$ cat src/rtl/zcv_pkg.sv
package zcv_pkg;

    localparam int SMP_W          = 16;
    localparam int CODE_W         = 5;
    localparam int NUM_LVL        = 2 ** CODE_W;
    localparam int COEF_W         = 16;
    localparam int COEF_FRAC      = 12;
    localparam int UNITY_CODE     = 8;
    localparam int TIMEOUT_FRAMES = 256;

    localparam real TOP_GAIN_DB = 12.0;
    localparam real STEP_DB     = 1.5;

    typedef logic signed [SMP_W-1:0] sample_t;
    typedef logic [CODE_W-1:0]       code_t;
    typedef logic [COEF_W-1:0]       coef_t;

    typedef struct packed {
        logic  pend;
        code_t pcode;
        code_t act;
        logic  prev_neg;
    } lvl_state_t;

    // Q4.12 coefficient for a level code, evaluated at elaboration time only
    function automatic coef_t level_coef(int code);
        real db;
        real lin;
        db  = TOP_GAIN_DB - STEP_DB * real'(code);
        lin = 10.0 ** (db / 20.0);
        return coef_t'($rtoi(lin * real'(2 ** COEF_FRAC) + 0.5));
    endfunction

endpackage

$ cat src/rtl/zcv_gain_lut.sv
module zcv_gain_lut
    import zcv_pkg::*;
(
    input  code_t code,
    output coef_t coef
);

    coef_t tab [NUM_LVL];

    for (genvar g = 0; g < NUM_LVL; g++) begin : g_lvl
        localparam coef_t C = level_coef(g);
        assign tab[g] = C;
    end

    assign coef = tab[code];

endmodule

$ cat src/rtl/zcv_scaler.sv
module zcv_scaler
    import zcv_pkg::*;
#(
    parameter int DW   = SMP_W,
    parameter int CWID = COEF_W,
    parameter int FRAC = COEF_FRAC
) (
    input  logic signed [DW-1:0] smp,
    input  logic [CWID-1:0]      coef,
    output logic signed [DW-1:0] res
);

    localparam int PW = DW + CWID + 1;
    localparam logic signed [PW-1:0] HALF = PW'(2 ** (FRAC - 1));
    localparam logic signed [PW-1:0] SMAX = PW'(2 ** (DW - 1) - 1);
    localparam logic signed [PW-1:0] SMIN = -SMAX - PW'(1);

    logic signed [PW-1:0] prod;
    logic signed [PW-1:0] rnd;

    always_comb begin
        prod = PW'(smp) * PW'($signed({1'b0, coef}));
        rnd  = (prod + HALF) >>> FRAC;
        if (rnd > SMAX) begin
            res = {1'b0, {(DW-1){1'b1}}};
        end else if (rnd < SMIN) begin
            res = {1'b1, {(DW-1){1'b0}}};
        end else begin
            res = rnd[DW-1:0];
        end
    end

endmodule

$ cat src/rtl/zcv_level_ctrl.sv
module zcv_level_ctrl
    import zcv_pkg::*;
#(
    parameter int DW      = SMP_W,
    parameter int TIMEOUT = TIMEOUT_FRAMES,
    parameter int UNITY   = UNITY_CODE
) (
    input  logic                 clk,
    input  logic                 rst,
    input  logic                 smp_vld,
    input  logic signed [DW-1:0] smp,
    input  logic                 lvl_wr,
    input  code_t                lvl_code,
    output code_t                cur_code
);

    localparam int TW = $clog2(TIMEOUT);
    localparam logic [TW-1:0] LAST = TW'(TIMEOUT - 1);

    lvl_state_t    st;
    logic [TW-1:0] cnt;
    logic          zc;
    logic          apply;

    always_comb begin
        zc       = (smp == '0) || (smp[DW-1] != st.prev_neg);
        apply    = st.pend && smp_vld && (zc || cnt == LAST);
        cur_code = apply ? st.pcode : st.act;
    end

    always_ff @(posedge clk) begin
        if (rst) begin
            st.pend     <= 1'b0;
            st.pcode    <= code_t'(UNITY);
            st.act      <= code_t'(UNITY);
            st.prev_neg <= 1'b0;
            cnt         <= '0;
        end else begin
            if (smp_vld) begin
                st.prev_neg <= smp[DW-1];
                if (apply) begin
                    st.act  <= st.pcode;
                    st.pend <= 1'b0;
                end else if (st.pend) begin
                    cnt <= cnt + 1'b1;
                end
            end
            if (lvl_wr) begin
                st.pend  <= 1'b1;
                st.pcode <= lvl_code;
                cnt      <= '0;
            end
        end
    end

    // with nothing pending and no write, the active level stays put
    a_r5_hold_level: assert property (@(posedge clk) disable iff (rst)
        (!st.pend && !lvl_wr) |=> $stable(st.act));

    // a zero-valued sample resolves a pending request
    a_r6_zero_applies: assert property (@(posedge clk) disable iff (rst)
        (st.pend && smp_vld && smp == '0 && !lvl_wr) |=> (!st.pend && st.act == $past(st.pcode)));

    // the last counted sample forces the pending level
    a_r7_forced_update: assert property (@(posedge clk) disable iff (rst)
        (st.pend && smp_vld && !lvl_wr && cnt == LAST) |=> (!st.pend && st.act == $past(st.pcode)));

    // a write always leaves a fresh pending request
    a_r8_replace_pending: assert property (@(posedge clk) disable iff (rst)
        lvl_wr |=> (st.pend && st.pcode == $past(lvl_code) && cnt == '0));

endmodule

$ cat src/rtl/zcv_volume.sv
module zcv_volume
    import zcv_pkg::*;
(
    input  logic               clk,
    input  logic               rst,
    input  logic               smp_vld,
    input  logic signed [15:0] smp_in,
    input  logic               lvl_wr,
    input  logic [4:0]         lvl_code,
    output logic               out_vld,
    output logic signed [15:0] out_smp
);

    code_t   cur_code;
    coef_t   coef;
    sample_t scaled;

    zcv_level_ctrl u_ctrl (
        .clk      (clk),
        .rst      (rst),
        .smp_vld  (smp_vld),
        .smp      (smp_in),
        .lvl_wr   (lvl_wr),
        .lvl_code (lvl_code),
        .cur_code (cur_code)
    );

    zcv_gain_lut u_lut (
        .code (cur_code),
        .coef (coef)
    );

    zcv_scaler u_scale (
        .smp  (smp_in),
        .coef (coef),
        .res  (scaled)
    );

    always_ff @(posedge clk) begin
        if (rst) begin
            out_vld <= 1'b0;
            out_smp <= '0;
        end else begin
            out_vld <= smp_vld;
            if (smp_vld) begin
                out_smp <= scaled;
            end
        end
    end

    // one registered stage between strobe and result
    a_r3_valid_follows: assert property (@(posedge clk) disable iff (rst)
        smp_vld |=> out_vld);

    a_r3_idle_holds: assert property (@(posedge clk) disable iff (rst)
        !smp_vld |=> (!out_vld && $stable(out_smp)));

    // the unity code passes samples through unchanged
    a_r1_unity_passthrough: assert property (@(posedge clk) disable iff (rst)
        (smp_vld && cur_code == code_t'(UNITY_CODE)) |=> (out_smp == $past(smp_in)));

endmodule

$ cat config.mk
export PLATFORM = sky130hd
export DESIGN_NAME = zcv_volume
export DESIGN_NICKNAME = d
export VERILOG_FILES = /design/src/rtl/zcv_pkg.sv /design/src/rtl/zcv_gain_lut.sv /design/src/rtl/zcv_scaler.sv /design/src/rtl/zcv_level_ctrl.sv /design/src/rtl/zcv_volume.sv
export SDC_FILE = /design/constraint.sdc
export NUM_CORES = 1
export LEC_CHECK = 0
export BUFFER_PORTS_ARGS = -buffer_cell sky130_fd_sc_hd__buf_2
export CAP_MARGIN = 20
export CORE_AREA = 3 3 152 154
export CTS_CLUSTER_DIAMETER = 50
export DETAILED_ROUTE_END_ITERATION = 10
export DIE_AREA = 0 0 155 157
export PLACE_DENSITY_LB_ADDON = 0.1
export SKIP_CTS_REPAIR_TIMING = 1
export SYNTH_ARGS = -nofsm -noshare
export SYNTH_HDL_FRONTEND = slang
export SYNTH_SLANG_ARGS = --single-unit
$ cat constraint.sdc
create_clock -name clk -period 21.9 [get_ports clk]
set_input_delay 1.095 -clock clk [delete_from_list [all_inputs] [get_ports clk]]
set_output_delay 1.095 -clock clk [all_outputs]
set_load 0.1 [all_outputs]
==> results of run 1 <==
## critical path: cells and delay by family
| family | cells | cell delay (ns) |
|---|---|---|
| AOI/OAI and AO/OA | 10 | 2.63 |
| adders and majority gates | 8 | 3.35 |
| buffers and inverters | 7 | 0.67 |
| muxes | 2 | 0.82 |
| and+or+nand+nor | 9 | 2.73 |
## synth_stat cells (4+ instances only)
| cell type | n | area, µm² |
|---|---|---|
| inv_1 | 224 | 841 |
| fa_1 | 166 | 3320 |
| nand2_1 | 142 | 533 |
| ha_1 | 128 | 1600 |
| and2_1 | 85 | 532 |
| nor2_1 | 68 | 255 |
| a21oi_1 | 62 | 310 |
| clkbuf_1 | 55 | 206 |
| dfxtp_1 | 37 | 741 |
| nor2b_1 | 26 | 163 |
| o21ai_0 | 25 | 125 |
| nand3_1 | 21 | 105 |
| and3_1 | 18 | 113 |
| a21o_1 | 17 | 128 |
| nand2b_1 | 16 | 100 |
| mux2i_1 | 14 | 140 |
| or3_1 | 14 | 87.6 |
| o21bai_1 | 13 | 97.6 |
| xnor2_1 | 12 | 105 |
| nand4_1 | 11 | 68.8 |
| xor2_1 | 10 | 87.6 |
| a211oi_1 | 7 | 52.6 |
| nor3_1 | 7 | 35.0 |
| a311oi_2 | 6 | 90.1 |
| o21a_1 | 6 | 45.0 |
| a31oi_1 | 5 | 31.3 |
| mux2_2 | 5 | 56.3 |
| nor3b_1 | 5 | 37.5 |
| o32ai_1 | 5 | 43.8 |
| or2_2 | 5 | 31.3 |
| o211ai_1 | 4 | 30.0 |
## sequential cells by signal (all words and copies together), names as in the netlist
signal,flops
u_ctrl.cnt,8
out_smp,16
u_ctrl.st,12
out_vld,1
## per-layer routing
metal / up-vias / part of all wire, % / global-route usage, %
met5: - / 0 / 0
met4: 0 / 1.8 / 4.25
met3: 33 / 6.0 / 3.33
met2: 259 / 50 / 42.6
met1: 4354 / 42 / 32.6
li1: 4110 / - / -
## stage by stage
step           area, µm²  setup WS [ns]  util, %  total power [mW]  hold WS (ns)
2_1_floorplan      10800          11.50        -             0.950         0.458
3_3_place_gp       11200          10.65     51.4              1.23         0.455
3_5_place_dp       11200          10.47     51.4              1.23         0.455
4_1_cts            11400          10.77     52.0              1.31         0.465
5_1_grt            11400           9.89     52.1              1.46         0.509
6_report           11400          10.74     52.1              1.30         0.462
## final timing paths
kind,start,endpoint,depth (start not counted)
hold / removal,out_smp[15]$_SDFFE_PP0P_,out_smp[15]$_SDFFE_PP0P_,2
setup / recovery,smp_in[4],out_smp[8]$_SDFFE_PP0P_,36
setup reg to reg,u_ctrl.cnt[0]$_SDFFE_PP0P_,out_smp[8]$_SDFFE_PP0P_,36
hold reg to reg,out_smp[15]$_SDFFE_PP0P_,out_smp[15]$_SDFFE_PP0P_,2
## cells by family after synthesis
group | after synthesis
AOI/OAI and AO/OA | 193
xor gates and xnor gates | 24
adders and majority gates | 294
buffers and inverters | 287
DFF | 37
muxes | 21
and+or+nand+nor | 428
## power breakdown
part / internal, mW / total, mW / switching, mW
logic: 0.411 / 1.14 / 0.727
clock network: 0.0421 / 0.0695 / 0.0273
registers: 0.0801 / 0.0872 / 0.00713
total: 0.533 / 1.30 / 0.762
## area by class of cell
| class | count | area, µm² | share of cell area, % |
|---|---|---|---|
| clock buffer | 6 | 129 | 1.13 |
| tap | 280 | 350 | 3.08 |
| inverter | 225 | 845 | 7.43 |
| timing repair buffer | 52 | 288 | 2.53 |
| clock inverter | 2 | 15.0 | 0.132 |
| sequential | 37 | 741 | 6.52 |
| multi-input combinational | 960 | 8990 | 79.2 |
==> flow_metrics.tcl, run 1 <==
set metrics [dict create \
    layout_common_cells "inv_1, fa_1, nand2_1, ha_1, and2_1" \
    finalMaxSlewViolations 0 \
    grt_pass1_wl_mm 47.3 \
    cts_root_buffer "clkbuf_16" \
    worst_pin_slew_ns 1.01 \
    power_density_mw_per_mm2 114 \
    netlist_area_mm2 0.0108 \
    hold_path_class "flop to flop" \
    vias_per_cell 5.61 \
    dp.cells 1553 \
    ant_nets 0 \
    synth_adder_area_share_pct 45.6 \
    coreArea_mm2 0.0218 \
    maxCapViolCount 0 \
    numCtsBuffers 5 \
    drc 0 \
    syn_nets 1603 \
    synthArstFlopShare_pct 0 \
    p_leak_nw 5.63 \
    stdcell_count 1562 \
    n_fill_cell 2147 \
    nets 1600 \
    grt_use_total_pct 24.3 \
    grt_pass1_vias 9183 \
    syn_inst 1284 \
    path_max_fanout 15 \
    grt_antenna_before_repair 0 \
    r2r_slack_ns 11.38 \
    synth_seq_cells 37 \
    synth-xor-area-share_pct 2.19 \
    start_kind "input pin" \
    slew_headroom_pct 32.4 \
    htree_levels 2 \
    peakVddDrop_v 0.000133 \
    cpPeakStageDelay_ns 0.59 \
    outcome "finished, final reports clean" \
    grt_max_degree 39 \
    layout-drive-gt1-share_pct 8.27 \
    core.rowCount 54 \
    critPathSlowestCell "or4b_2" \
    rsz0062_at_grt "no" \
    crit_arrival_ns 11.29 \
    synth_simple_gate_area_share_pct 20.2 \
    clock_path_buffers 2 \
    clk_pin_slew_ns 0.06 \
    port_buffers 41 \
    num_io_pins 42 \
    diodes 0 \
    finalCriticalPeriod_ns 11.16 \
    setup_viol 0 \
    clock_sinks 37 \
    syn_area_per_cell_um2 8.42 \
    seq_area_frac_synth_pct 6.85 \
    ys.flop_type "dfxtp_1" \
    post-route-period-util_pct 50.9 \
    die_area_mm2 0.0243 \
    die_w_um 155 \
    crit_required_ns 22.03 \
    cts_tree "done" \
    drt-wirelength-per-cell_um 17.8 \
    synth-edff-count 0 \
    clock_latency_ns 0.28 \
    drt-pass1-iter-count 7 \
    start_util_pct 49.5 \
    synth_compound_area_share_pct 12.9 \
    clock_skew_ns 0.00643 \
    cp_common_cell "inv_1" \
    synth_top_family_by_area "adder cells" \
    setup_tns_ns 0 \
    hold_viol 0 \
    timing.fmax_mhz 89.6 \
    gr-total-overflow 0 \
    endpoint_kind "flop" \
    muxShareOfSynthArea_pct 2.07 \
    place.gp.congestion 0.864 \
    drt-initial-drc-count 609 \
    synthDistinctLibCells 70 \
    layout_commonest_cell "inv_1" \
    synth_warnings 0 \
    die_y_um 157 \
    vias 8756 \
    path_class "input pin to flop" \
    dp_hpwl_mm 22.5 \
    area_growth_pct 5.10 \
    wl_mm 27.8 \
]
(Power assumes the default switching activity.)
==> inputs of run 2 (changes only) <==
- clock period: 21.9 -> 10.05 ns (I/O delays scaled with it)
==> run 2 against run 1 <==
  * Combinational power up 120%
  * Cell count grew 2.6%
  * Wire length rose by 1.6%
  * Sequential share of layout area down 0.20 points
  * Hold slack worse by 0.033 ns
  * Final area up 3.1%
  * Global-route usage rose by 0.081 points
  * Sequential cell count unchanged
  * Die area unchanged
  * Critical path depth down 2
  * Highest routed layer unchanged
==> flow_metrics.tcl, run 2 (synthesis gave the netlist of run 1 again) <==
set metrics [dict create \
    cts_tree "done" \
    layout_commonest_cell "inv_1" \
    core.rowCount 54 \
    path_max_fanout 15 \
    stdcell_count 1602 \
    power_density_mw_per_mm2 248 \
    path_buf_inv 8 \
    drt-initial-drc-count 439 \
    hold_path_depth 2 \
    routed.top_layer "met4" \
    worst_pin_slew_ns 0.739 \
    start_kind "input pin" \
    setup_tns_ns 0 \
    rsz0062_at_grt "no" \
    crit_arrival_ns 9.63 \
    die_w_um 155 \
    numCtsBuffers 5 \
    n_fill_cell 2140 \
    setup_viol 0 \
    dp.cells 1594 \
    start_util_pct 49.5 \
    die_y_um 157 \
    wl_mm 28.3 \
    finalMaxSlewViolations 0 \
    grt_antenna_before_repair 0 \
    path_class "input pin to flop" \
    grt_max_degree 39 \
    vias_per_cell 5.55 \
    drt-wirelength-per-cell_um 17.6 \
    nets 1640 \
    diodes 0 \
    slew_headroom_pct 50.8 \
    crit_required_ns 10.19 \
    clock_skew_ns 0.00485 \
    place.gp.congestion 0.917 \
    drc 0 \
    fin_util_pct 53.7 \
    maxCapViolCount 0 \
    dp_hpwl_mm 22.9 \
    grt_pass1_vias 9322 \
    port_buffers 41 \
    critPathSlowestCell "or4b_2" \
    clock_sinks 37 \
    met1Wirelength_mm 12.2 \
    cpPeakStageDelay_ns 0.60 \
    layout_common_cells "inv_1, fa_1, nand2_1, ha_1, and2_1" \
    dr_wl_met2_mm 14.3 \
    layout-drive-gt1-share_pct 11.3 \
    post-route-period-util_pct 94.4 \
    timing.fmax_mhz 105 \
    largest_register_ffs 16 \
    finalCriticalPeriod_ns 9.49 \
    endpoint_kind "flop" \
    area_growth_pct 8.35 \
    cts_root_buffer "clkbuf_16" \
    largest_register "out_smp" \
    coreArea_mm2 0.0218 \
    ant_nets 0 \
    vias 8891 \
    crit_cells 34 \
    clock_path_buffers 2 \
    wl_met3_mm 1.12 \
    num_io_pins 42 \
    die_area_mm2 0.0243 \
    r2r_cells 35 \
    cp_common_cell "fa_1" \
    grt_pass1_wl_mm 47.8 \
    p_leak_nw 5.84 \
    htree_levels 2 \
    clock_latency_ns 0.28 \
    peakVddDrop_v 0.000303 \
    hold_path_class "input pin to flop" \
    grt_use_total_pct 24.3 \
    drt-pass1-iter-count 6 \
    clk_pin_slew_ns 0.06 \
    hold_viol 0 \
    top_regs "out_smp: 16 flops, u_ctrl.st: 12 flops, u_ctrl.cnt: 8 flops" \
    outcome "finished, final reports clean" \
    critPathTopFamily "adder cells" \
    gr-total-overflow 0 \
]
-- run 2: per-layer routing --
layer / up-vias / global-route usage [%]
li1: 4186 / -
met3: 54 / 3.22
met4: 0 / 5.72
met2: 217 / 43.3
met5: - / 0
met1: 4434 / 31.6
-- run 2: per-stage QoR --
stage | area (µm²) | total power [mW] | worst slack (ns) | hold slack [ns]
after floorplan | 10800 | 2.07 | 0.245 | 0.458
after global placement | 11500 | 2.74 | 0.291 | 0.451
after detailed placement | 11500 | 2.74 | 0.267 | 0.461
after CTS | 11700 | 2.92 | 0.489 | 0.424
after global routing | 11700 | 3.25 | 0.0299 | 0.427
final | 11700 | 2.90 | 0.561 | 0.429
-- run 2: path summary, 6_finish.rpt --
path / slack [ns] / start / end
setup / recovery: 0.56 / smp_in[9] / out_smp[3]$_SDFFE_PP0P_
hold / removal: 0.43 / lvl_code[3] / u_ctrl.st[9]$_SDFFE_PP1P_
setup reg to reg: 0.62 / u_ctrl.cnt[0]$_SDFFE_PP0P_ / out_smp[3]$_SDFFE_PP0P_
hold reg to reg: 0.47 / out_smp[15]$_SDFFE_PP0P_ / out_smp[15]$_SDFFE_PP0P_
-- run 2: cell type report --
type                    instances  area (µm²)  share of cell area [%]
multi-input cells             960        9010                    76.9
repair buffers                 92         617                    5.27
flip-flops and latches         37         741                    6.32
well taps                     280         350                    2.99
clock buffers                   6         139                    1.19
clock inverters                 2        13.8                   0.118
inverters                     225         845                    7.21
-- run 2: worst reg2reg max path, delay by kind of cell, from the launching register on --
kind                       cells  cell delay [ns]
and+or+nand+nor                4             1.08
DFF                            1             0.40
muxes                          2             0.63
adders and majority gates      9             3.93
xor gates and xnor gates       1             0.20
buffers and inverters          7             0.66
AOI/OAI and AO/OA             12             2.41
-- run 2: power by group --
group          switching (mW)  total [mW]  internal, mW
clock network          0.0643       0.163        0.0987
registers              0.0155       0.190         0.174
logic                    1.60        2.55         0.948
==> inputs of run 3 (changes only) <==
- ABC_AREA: not set -> 1
- CORE_AREA: 3 3 152 154 -> 3 3 148 150
- DIE_AREA: 0 0 155 157 -> 0 0 151 153
==> run 3 against run 2 <==
  * Synthesized cell count rose by 8.6%
  * Die area down 5.1%
  * Area after synthesis fell by 4.4%
  * Sequential share of layout area rose by 0.42 points
  * Count of clock-buffer cells in the layout grew 1
  * Critical path depth grew 7
  * Register-to-register slack improved by 0.21 ns
  * First-iteration DRC count grew 50%
  * Via count shrank 0.62%
  * Final area is 6.2% lower
  * Clock skew up 0.00087 ns
  * Critical path type is now flop to flop
==> flow_metrics.tcl, run 3 <==
set metrics [dict create \
    path_max_fanout 15 \
    layout_common_cells "inv_1, nand2_1, nor2_1, fa_1, ha_1" \
    area_growth_pct 6.24 \
    cp_common_cell "nor2_1" \
    clock_skew_ns 0.00572 \
    synth_seq_cells 37 \
    crit_cells 41 \
    die_y_um 153 \
    vias_per_cell 5.19 \
    drc 0 \
    drt-pass1-iter-count 5 \
    seq_area_frac_synth_pct 7.17 \
    core.rowCount 53 \
    gr-total-overflow 0 \
    synthDistinctLibCells 49 \
    hold_path_class "input pin to flop" \
    finalCriticalPeriod_ns 9.22 \
    clock_path_buffers 2 \
    synth-edff-count 0 \
    maxCapViolCount 0 \
    setup_viol 0 \
    die_area_mm2 0.0231 \
    clock_latency_ns 0.28 \
    timing.fmax_mhz 108 \
    wl_mm 29.0 \
    layout_commonest_cell "inv_1" \
    grt_pass1_wl_mm 47.3 \
    yosysTopAreaCell "fa_1" \
    outcome "finished, final reports clean" \
    start_kind "flop" \
    netlist_area_mm2 0.0103 \
    clk_pin_slew_ns 0.06 \
    drt-wirelength-per-cell_um 17.0 \
    vias 8836 \
    coreArea_mm2 0.0208 \
    largest_register "out_smp" \
    cts_root_buffer "clkbuf_16" \
    dp_hpwl_mm 24.6 \
    hold_viol 0 \
    port_buffers 41 \
    grt_max_degree 25 \
    r2r_cells 41 \
    use_met2_pct 40.2 \
    critPathTopFamily "adder cells" \
    path_buf_inv 7 \
    slew_headroom_pct 28.9 \
    crit_arrival_ns 9.40 \
    top_regs "out_smp: 16 flops, u_ctrl.st: 12 flops, u_ctrl.cnt: 8 flops" \
    synth_warnings 0 \
    clock_sinks 37 \
    hold_path_depth 3 \
    syn_nets 1714 \
    numCtsBuffers 5 \
    synth_top_area_share_pct 32.2 \
    nets 1744 \
    cpPeakStageDelay_ns 0.55 \
    finalMaxSlewViolations 0 \
    grt_pass1_vias 8894 \
    diodes 0 \
    synth.cells.most_frequent "inv_1, nand2_1, nor2_1" \
    layout-drive-gt1-share_pct 8.06 \
    ys.flop_type "dfxtp_1" \
    r2r_slack_ns 0.83 \
    crit_required_ns 10.23 \
    die_w_um 151 \
    endpoint_kind "flop" \
    grt_use_total_pct 26.1 \
    num_io_pins 42 \
    grt_antenna_before_repair 0 \
    drt-initial-drc-count 657 \
    path_class "flop to flop" \
    critPathSlowestCell "fa_1" \
    ant_nets 0 \
    use_met3_pct 4.80 \
    rsz0062_at_grt "no" \
    post-route-period-util_pct 91.7 \
    start_util_pct 49.6 \
    worst_pin_slew_ns 1.04 \
    ys_top_cells_by_area "fa_1, ha_1, inv_1, nand2_1, nor2_1" \
    largest_register_ffs 16 \
    cts_tree "done" \
    setup_tns_ns 0 \
    htree_levels 2 \
    use_met1_pct 38.8 \
    synth_most_common_cell "inv_1" \
    syn_area_per_cell_um2 7.41 \
    synthArstFlopShare_pct 0 \
    place.gp.congestion 0.963 \
    syn_inst 1395 \
    busiest_layer "met2" \
]
==> run 3: changes by cell type in the layout (fill, tap and decap cells not counted), sizes merged, moves of 26 or more <==
cell | previous run | this run
inv | 225 | 293
nand2 | 142 | 283
buf | 92 | 54
nor2b | 26 | 0
and2 | 85 | 1
nor2 | 68 | 238
==> run 3: final timing paths <==
| check | to | from |
|---|---|---|
| min reg2reg | u_ctrl.st[11]$_SDFFE_PP0P_ | u_ctrl.st[11]$_SDFFE_PP0P_ |
| min | u_ctrl.st[9]$_SDFFE_PP1P_ | lvl_code[3] |
| max reg2reg | out_smp[3]$_SDFFE_PP0P_ | u_ctrl.cnt[1]$_SDFFE_PP0P_ |
| max | out_smp[3]$_SDFFE_PP0P_ | u_ctrl.cnt[1]$_SDFFE_PP0P_ |
==> run 3: cells by family after synthesis <==
logic type	count (synthesis)	synth area share (%)
compound gates	126	6.85
xor+xnor	16	1.43
simple gates	591	24.3
flops	37	7.17
buf+inv	331	12.6
fa+ha+maj	294	47.7
==> run 3: area by class of cell <==
cell class	instances	area [µm²]
fill	2125	9840
multi-input combinational	1027	8300
inverter	300	1130
sequential	37	741
tap	275	344
timing repair buffer	54	303
clock buffer	7	153
clock inverter	1	8.76
==> run 3: worst register-to-register path: cells and delay by family (launching register included) <==
| kind | cells | cell delay [ns] |
|---|---|---|
| xor gates and xnor gates | 1 | 0.21 |
| DFF | 1 | 0.35 |
| buffers and inverters | 7 | 1.13 |
| and+or+nand+nor | 18 | 2.78 |
| adders and majority gates | 8 | 3.46 |
| AOI/OAI and AO/OA | 7 | 1.14 |
==> run 3: per-layer routing <==
layer | routed length (µm) | share of wire, %
met4 | 520 | 1.8
met2 | 13000 | 45
met3 | 2310 | 8.0
met1 | 13200 | 46
met5 | 0 | 0
==> run 3: metrics by stage <==
| step | setup WS (ns) | hold slack [ns] | instance area [µm²] | util (%) | std cells |
|---|---|---|---|---|---|
| final | 0.831 | 0.431 | 11000 | 52.7 | 1701 |
| after global routing | 0.141 | 0.448 | 11000 | 52.7 | 1701 |
| after CTS | 0.876 | 0.434 | 11000 | 52.7 | 1701 |
| after detailed placement | 0.802 | 0.464 | 10800 | 52.0 | 1693 |
| after global placement | 0.775 | 0.464 | 10800 | 52.0 | 1693 |
| after floorplan | 2.27 | 0.430 | 10300 | - | 1395 |
Power of run 3 is left out: the tool's default activity adds up to more than one toggle a clock period on the data nets, which glitch-free logic cannot reach.
